==> config.mk <==
export PLATFORM = sky130hd
export DESIGN_NAME = flash_status_latch
export DESIGN_NICKNAME = d
export VERILOG_FILES = /design/src/rtl/fsr_pkg.sv /design/src/rtl/fsr_strobe_detect.sv /design/src/rtl/fsr_status_select.sv /design/src/rtl/fsr_bus_format.sv /design/src/rtl/flash_status_latch.sv
export SDC_FILE = /design/constraint.sdc
export NUM_CORES = 1
export LEC_CHECK = 0
export BUFFER_PORTS_ARGS = -buffer_cell sky130_fd_sc_hd__buf_4
export CORE_MARGIN = 2
export CORE_UTILIZATION = 36
export DETAILED_ROUTE_END_ITERATION = 10
export PLACE_DENSITY = 0.8
export SETUP_SLACK_MARGIN = 0.1
export SLEW_MARGIN = 20
export SYNTH_ARGS = -nofsm -noshare
export SYNTH_HDL_FRONTEND = slang
export SYNTH_SLANG_ARGS = --single-unit
==> constraint.sdc <==
create_clock -name clk -period 3.1 [get_ports clk]
set_input_delay 0 -clock clk [delete_from_list [all_inputs] [get_ports clk]]
set_output_delay 0 -clock clk [all_outputs]
set_load 0.02 [all_outputs]
==> src/rtl/fsr_pkg.sv <==
package fsr_pkg;
    localparam int unsigned FSR_STAT_W = 8;

    typedef logic [FSR_STAT_W-1:0] fsr_stat_t;

    typedef struct packed {
        logic      act;
        fsr_stat_t hold;
    } fsr_state_t;
endpackage

==> src/rtl/fsr_strobe_detect.sv <==
module fsr_strobe_detect (
    input  logic ce_n,
    input  logic oe_n,
    input  logic act_q,
    output logic active,
    output logic start
);
    always_comb begin
        active = !ce_n && !oe_n;
        start  = active && !act_q;
    end
endmodule

==> src/rtl/fsr_status_select.sv <==
module fsr_status_select #(
    parameter int unsigned NUM_PART = 2,
    parameter int unsigned STAT_W   = 8,
    localparam int unsigned SEL_W   = (NUM_PART > 1) ? $clog2(NUM_PART) : 1
) (
    input  logic [NUM_PART*STAT_W-1:0] live_flat,
    input  logic [SEL_W-1:0]           sel,
    output logic [STAT_W-1:0]          picked
);
    logic [STAT_W-1:0] slice [NUM_PART];

    for (genvar p = 0; p < NUM_PART; p++) begin : g_slice
        assign slice[p] = live_flat[p*STAT_W +: STAT_W];
    end

    always_comb begin
        picked = '0;
        for (int p = 0; p < NUM_PART; p++) begin
            if (SEL_W'(p) == sel) picked = slice[p];
        end
    end
endmodule

==> src/rtl/fsr_bus_format.sv <==
module fsr_bus_format #(
    parameter int unsigned STAT_W = 8,
    parameter int unsigned DATA_W = 16
) (
    input  logic              drive,
    input  logic [STAT_W-1:0] held,
    output logic [DATA_W-1:0] bus
);
    for (genvar b = 0; b < DATA_W; b++) begin : g_bit
        if (b < STAT_W) begin : g_stat
            assign bus[b] = drive & held[b];
        end else begin : g_pad
            assign bus[b] = 1'b0;
        end
    end
endmodule

==> src/rtl/flash_status_latch.sv <==
module flash_status_latch
    import fsr_pkg::*;
#(
    parameter int unsigned NUM_PART = 2,
    parameter int unsigned DATA_W   = 16,
    localparam int unsigned STAT_W  = FSR_STAT_W,
    localparam int unsigned SEL_W   = (NUM_PART > 1) ? $clog2(NUM_PART) : 1
) (
    input  logic                       clk,
    input  logic                       rst_n,
    input  logic                       ce_n,
    input  logic                       oe_n,
    input  logic [SEL_W-1:0]           part_sel,
    input  logic [NUM_PART*STAT_W-1:0] status_live,
    input  logic                       stat_mode,
    output logic [DATA_W-1:0]          dq_out,
    output logic                       dq_oe
);
    fsr_state_t st_d, st_q;
    logic       active, start;
    fsr_stat_t  picked;

    fsr_strobe_detect u_strobe (
        .ce_n   (ce_n),
        .oe_n   (oe_n),
        .act_q  (st_q.act),
        .active (active),
        .start  (start)
    );

    fsr_status_select #(
        .NUM_PART (NUM_PART),
        .STAT_W   (STAT_W)
    ) u_select (
        .live_flat (status_live),
        .sel       (part_sel),
        .picked    (picked)
    );

    always_comb begin
        st_d     = st_q;
        st_d.act = active;
        if (start) st_d.hold = picked;
    end

    always_ff @(posedge clk or negedge rst_n) begin
        if (!rst_n) st_q <= '0;
        else        st_q <= st_d;
    end

    assign dq_oe = st_q.act & stat_mode;

    fsr_bus_format #(
        .STAT_W (STAT_W),
        .DATA_W (DATA_W)
    ) u_format (
        .drive (dq_oe),
        .held  (st_q.hold),
        .bus   (dq_out)
    );
endmodule

==> results of run 1 <==
-- path summary, 6_finish.rpt --
kind	endpoint
setup / recovery	st_q[1]$_DFFE_PN0P_
hold / removal	st_q[5]$_DFFE_PN0P_
setup reg to reg	st_q[1]$_DFFE_PN0P_
hold reg to reg	st_q[5]$_DFFE_PN0P_
max in group asynchronous	st_q[0]$_DFFE_PN0P_
min in group clk	st_q[4]$_DFFE_PN0P_
-- cell type report --
class                      count  area, sq um  share of cell area
timing repair buffer          33          255               0.310
clock buffer                   4         26.3              0.0319
multi-input combinational     35          298               0.361
tap                           16         20.0              0.0243
sequential                     9          225               0.273
-- power breakdown --
| group | leakage, nW | internal (mW) | switching, mW |
|---|---|---|---|
| Combinational | 0.302 | 0.0539 | 0.0366 |
| Sequential | 0.107 | 0.139 | 0.0113 |
| Clock | 0.0150 | 0.0494 | 0.0373 |
-- cell usage after synthesis --
master	instances
buf_4	8
conb_1	1
mux2_2	16
and3_2	8
clkbuf_2	1
nor3_4	1
nor2_1	1
dfrtp_1	9
clkbuf_1	1
and2_2	1
-- repair_timing --
| action | in CTS | in global routing |
|---|---|---|
| setup endpoints to repair | 0 | 0 |
| hold buffers | 3 | 0 |
| hold endpoints to repair | 10 | 0 |
-- kinds of logic after synthesis --
logic type / count (synthesis) / share of synthesized area
muxes: 16 / 0.319
buffers and inverters: 10 / 0.122
and+or+nand+nor: 11 / 0.155
other: 1 / 0.00663
DFF: 9 / 0.398
-- stage by stage --
| step | std cells | total power, mW | hold WS (ns) |
|---|---|---|---|
| finish | 97 | 0.328 | 0.100 |
| global route | 97 | 0.350 | 0.0927 |
| CTS | 97 | 0.332 | 0.0971 |
| detailed placement | 90 | 0.241 | -0.170 |
| global placement | 90 | 0.237 | -0.173 |
| floorplan | 54 | 0.210 | -0.296 |
-- per-layer routing --
layer  wire length (microns)  share of wire  up-vias  global-route usage
li1                        -              -      216                   -
met1                     417           0.36      211               0.137
met2                     607           0.53       28               0.262
met3                     125           0.11        0              0.0542
met4                       0              0        0              0.0727
met5                       0              0        -                   0
-- placed cells by master, fill, tap and decap left out --
cell / n
and2_2: 1
and3_2: 8
buf_4: 30
clkbuf_1: 1
clkbuf_4: 3
conb_1: 8
dfrtp_1: 9
dlygate4sd3_1: 3
mux2_2: 16
nor2_1: 1
nor3_4: 1
==> results.json, run 1 <==
{
  "nFillCells": 135,
  "yosys.area.top_type": "dfrtp_1",
  "slew_violations": 0,
  "cp.buffers_inverters": 0,
  "cts_tree": "done",
  "cp_data_required_time_ns": 3.24,
  "overflow": 0,
  "fmax_mhz": 705,
  "max-clock-path-buffers": 2,
  "place_area_sq_um": 768,
  "avgSynthCellArea_sq_um": 12.0,
  "drtAntennaViolNets": 0,
  "setup_tns_ns": 0,
  "critPathMaxFanout": 10,
  "die_area_sq_um": 1900,
  "p_per_area_nw_per_um2": 398,
  "syn_inst": 47,
  "crit_chain": "nor3_4, mux2_2",
  "setup_viol": 0,
  "cp_data_arrival_time_ns": 1.55,
  "cts_resized": 0,
  "rrSetupSlack_ns": 1.68,
  "die_y_microns": 43.6,
  "rsz0062_at_grt": "false",
  "cts_sinks": 9,
  "place_congestion": 0.668,
  "critPathLaunchType": "flop",
  "period_share": 0.457,
  "wl_per_cell_microns": 11.8,
  "start_util": 0.380,
  "rr_worst_depth": 2,
  "clock_latency_ns": 0.25,
  "path_class": "reg -> reg",
  "wirelength_microns": 1150,
  "top_register": "st_q",
  "utilization": 0.554,
  "synth_seq_area_share": 0.398,
  "min_period_ns": 1.42,
  "crit_path_end_kind": "flop",
  "p_leak_nw": 0.424,
  "syn-cell-area_sq_um": 566,
  "worst-path-stages": 2,
  "hold_path.class": "in -> async",
  "max-cap-violations": 0,
  "synthTopCellsByArea": "dfrtp_1, mux2_2, and3_2",
  "grt_usage": 0.143,
  "grt_max_degree": 11,
  "n_antenna_cell": 0,
  "die_w_microns": 43.6,
  "grt_pass1_vias": 471,
  "synth_warnings": 0,
  "clk_pin_slew_worst_paths_ns": 0.06,
  "reg2reg_from": "st_q[8]$_DFF_PN0_",
  "nets": 104,
  "hold_violations": 0,
  "critPathLaunch": "st_q[8]$_DFF_PN0_",
  "largest_register_ffs": 9,
  "antenna_found_initial": 0,
  "row_count": 14,
  "cts_htree_levels": 1,
  "ys_types": 10,
  "io_pins": 39,
  "status": "complete, no violations",
  "numCtsBuffers": 3,
  "grt_pass1_wl_microns": 1970,
  "drc": 0,
  "max_stage_delay_ns": 0.48,
  "cp_slowest_cell": "dfrtp_1",
  "peakVddDrop_v": 0.000247,
  "area_growth_pct": 45.8,
  "coreArea_sq_um": 1490,
  "fin_area_sq_um": 825,
  "dr_total_vias": 455,
  "drt_iter0_drc": 0,
  "routed_via_density": 4.69,
  "clock_skew_ns": 0.00398,
  "setup_ws_ns": 1.68,
  "path_delay_family": "flip-flops",
  "synth_top_area_share": 0.398,
  "pre_cts_slack_ns": 1.69,
  "drive_gt1_frac": 0.728,
  "clockRootBuffer": "clkbuf_4",
  "top_regs": "st_q x9",
  "first_pass_iters": 1,
  "port_buffers": 30,
  "ys_ff_latch": 9,
  "cts_setup_buffers": 0
}
No activity file was read; power rests on OpenSTA's default activity.
==> run 2: changes to the inputs <==
clock period = 1.4 ns   (was 3.1 ns; I/O delays follow)
==> run 2 against run 1 <==
Effect of this change:
- wire length decreased by 1.7%
- worst setup slack got worse by 1.5 ns
- critical path depth unchanged
- global-route usage decreased by 0.17 points
- sequential share of layout area decreased by 0.25 points
- utilization increased by 0.50 points
- non-clock buffer count increased by 1
- total power increased by 120%
- critical path type unchanged
- largest power group unchanged
==> results.json, run 2 (synthesized netlist as in run 1, its figures left out) <==
{
  "slew_violations": 0,
  "critPathMaxFanout": 8,
  "cts_htree_levels": 1,
  "r2r_end": "st_q[7]$_DFFE_PN0P_",
  "crit_path_end_kind": "flop",
  "path_class": "reg -> reg",
  "clock_skew_ns": 0.000636,
  "clockRootBuffer": "clkbuf_4",
  "drt_iter0_drc": 1,
  "fmax_mhz": 817,
  "pre_cts_slack_ns": 0.167,
  "n_antenna_cell": 0,
  "min_period_ns": 1.22,
  "die_w_microns": 43.6,
  "cts_resized": 0,
  "crit_chain": "nor3_4, mux2_2",
  "start_util": 0.380,
  "setup_tns_ns": 0,
  "wl_per_cell_microns": 11.5,
  "largest_register_ffs": 9,
  "setup_ws_ns": 0.177,
  "max_stage_delay_ns": 0.40,
  "hold_path.class": "in -> async",
  "dpl.hpwl_microns": 902,
  "rrSetupSlack_ns": 0.18,
  "coreArea_sq_um": 1490,
  "setup_viol": 0,
  "first_pass_iters": 2,
  "place_area_sq_um": 776,
  "drc": 0,
  "p_leak_nw": 0.430,
  "drtAntennaViolNets": 0,
  "final_cell_mix": "buf_4, mux2_2, dfrtp_1",
  "hold_ws_ns": 0.106,
  "cp_data_required_time_ns": 1.53,
  "grt_pass1_vias": 466,
  "die_area_sq_um": 1900,
  "area_growth_pct": 47.1,
  "drive_gt1_frac": 0.732,
  "final_common_cell": "buf_4",
  "numCtsBuffers": 3,
  "cp_data_arrival_time_ns": 1.36,
  "clock_latency_ns": 0.25,
  "dr_total_vias": 441,
  "top_register": "st_q",
  "cts_tree": "done",
  "fin_area_sq_um": 832,
  "period_share": 0.874,
  "clk_pin_slew_worst_paths_ns": 0.06,
  "io_pins": 39,
  "cts_sinks": 9,
  "row_count": 14,
  "cp_slowest_cell": "dfrtp_1",
  "max-cap-violations": 0,
  "rsz0062_at_grt": "false",
  "routed_via_density": 4.50,
  "peakVddDrop_v": 0.000427,
  "grt_pass1_wl_microns": 1970,
  "status": "complete, no violations",
  "reg2reg_from": "st_q[8]$_DFF_PN0_",
  "top_regs": "st_q x9",
  "hold_violations": 0,
  "grt_usage": 0.141,
  "grt_max_degree": 10,
  "die_y_microns": 43.6,
  "nets": 105,
  "port_buffers": 30,
  "critPathLaunchType": "flop",
  "p_per_area_nw_per_um2": 873,
  "place_congestion": 0.633,
  "antenna_found_initial": 0,
  "overflow": 0,
  "max-clock-path-buffers": 2,
  "rr_worst_depth": 2,
  "wirelength_microns": 1130
}
-- run 2: changes by cell type in the layout (fill, tap and decap cells not counted), sizes merged --
cell	before	now
buf	30	31
-- run 2: critical path, delay by kind of cell, from the launching register on --
| family | cells | cell delay, ns |
|---|---|---|
| and+or+nand+nor | 1 | 0.32 |
| muxes | 1 | 0.39 |
| DFF | 1 | 0.40 |
-- run 2: layer usage --
layer	routed length, microns	share of wire	up-vias	GRT usage
li1	-	-	220	-
met5	0	0	-	0
met3	136	0.12	0	0.0333
met4	0	0	0	0.0545
met2	540	0.48	31	0.229
met1	453	0.40	190	0.182
-- run 2: repair_timing --
item / CTS / global route
hold buffers: 3 / 0
endpoints found under the hold margin: 10 / 0
buffers inserted: 0 / 0
setup endpoints to repair: 0 / 0
-- run 2: how the worst max path moves through the flow --
stage                               end         startpoint  slack, ns
finish              st_q[7]$_DFFE_PN0P_  st_q[8]$_DFF_PN0_       0.18
global route        st_q[7]$_DFFE_PN0P_  st_q[8]$_DFF_PN0_       0.12
CTS                 st_q[7]$_DFFE_PN0P_  st_q[8]$_DFF_PN0_       0.16
detailed placement  st_q[7]$_DFFE_PN0P_  st_q[8]$_DFF_PN0_       0.17
global placement    st_q[2]$_DFFE_PN0P_  st_q[8]$_DFF_PN0_       0.21
floorplan           st_q[0]$_DFFE_PN0P_  st_q[8]$_DFF_PN0_       0.16
-- run 2: report_power, final --
group	total (mW)	switching [mW]	leakage, nW	internal [mW]
Clock	0.190	0.0812	0.0150	0.109
Sequential	0.331	0.0223	0.107	0.309
Combinational	0.205	0.0839	0.308	0.121
Total	0.727	0.187	0.430	0.539
-- run 2: area by class of cell --
cell class / instances / area, sq um
clock buffers: 4 / 26.3
fillers: 145 / 657
multi-input cells: 35 / 298
flip-flops and latches: 9 / 225
well taps: 16 / 20.0
repair buffers: 34 / 263
-- run 2: stage by stage --
stage          cells  utilization  power (mW)
5_1_grt           98        0.559       0.780
3_3_place_gp      91        0.521       0.528
4_1_cts           98        0.559       0.737
2_1_floorplan     54            -       0.464
3_5_place_dp      91        0.521       0.538
6_report          98        0.559       0.727
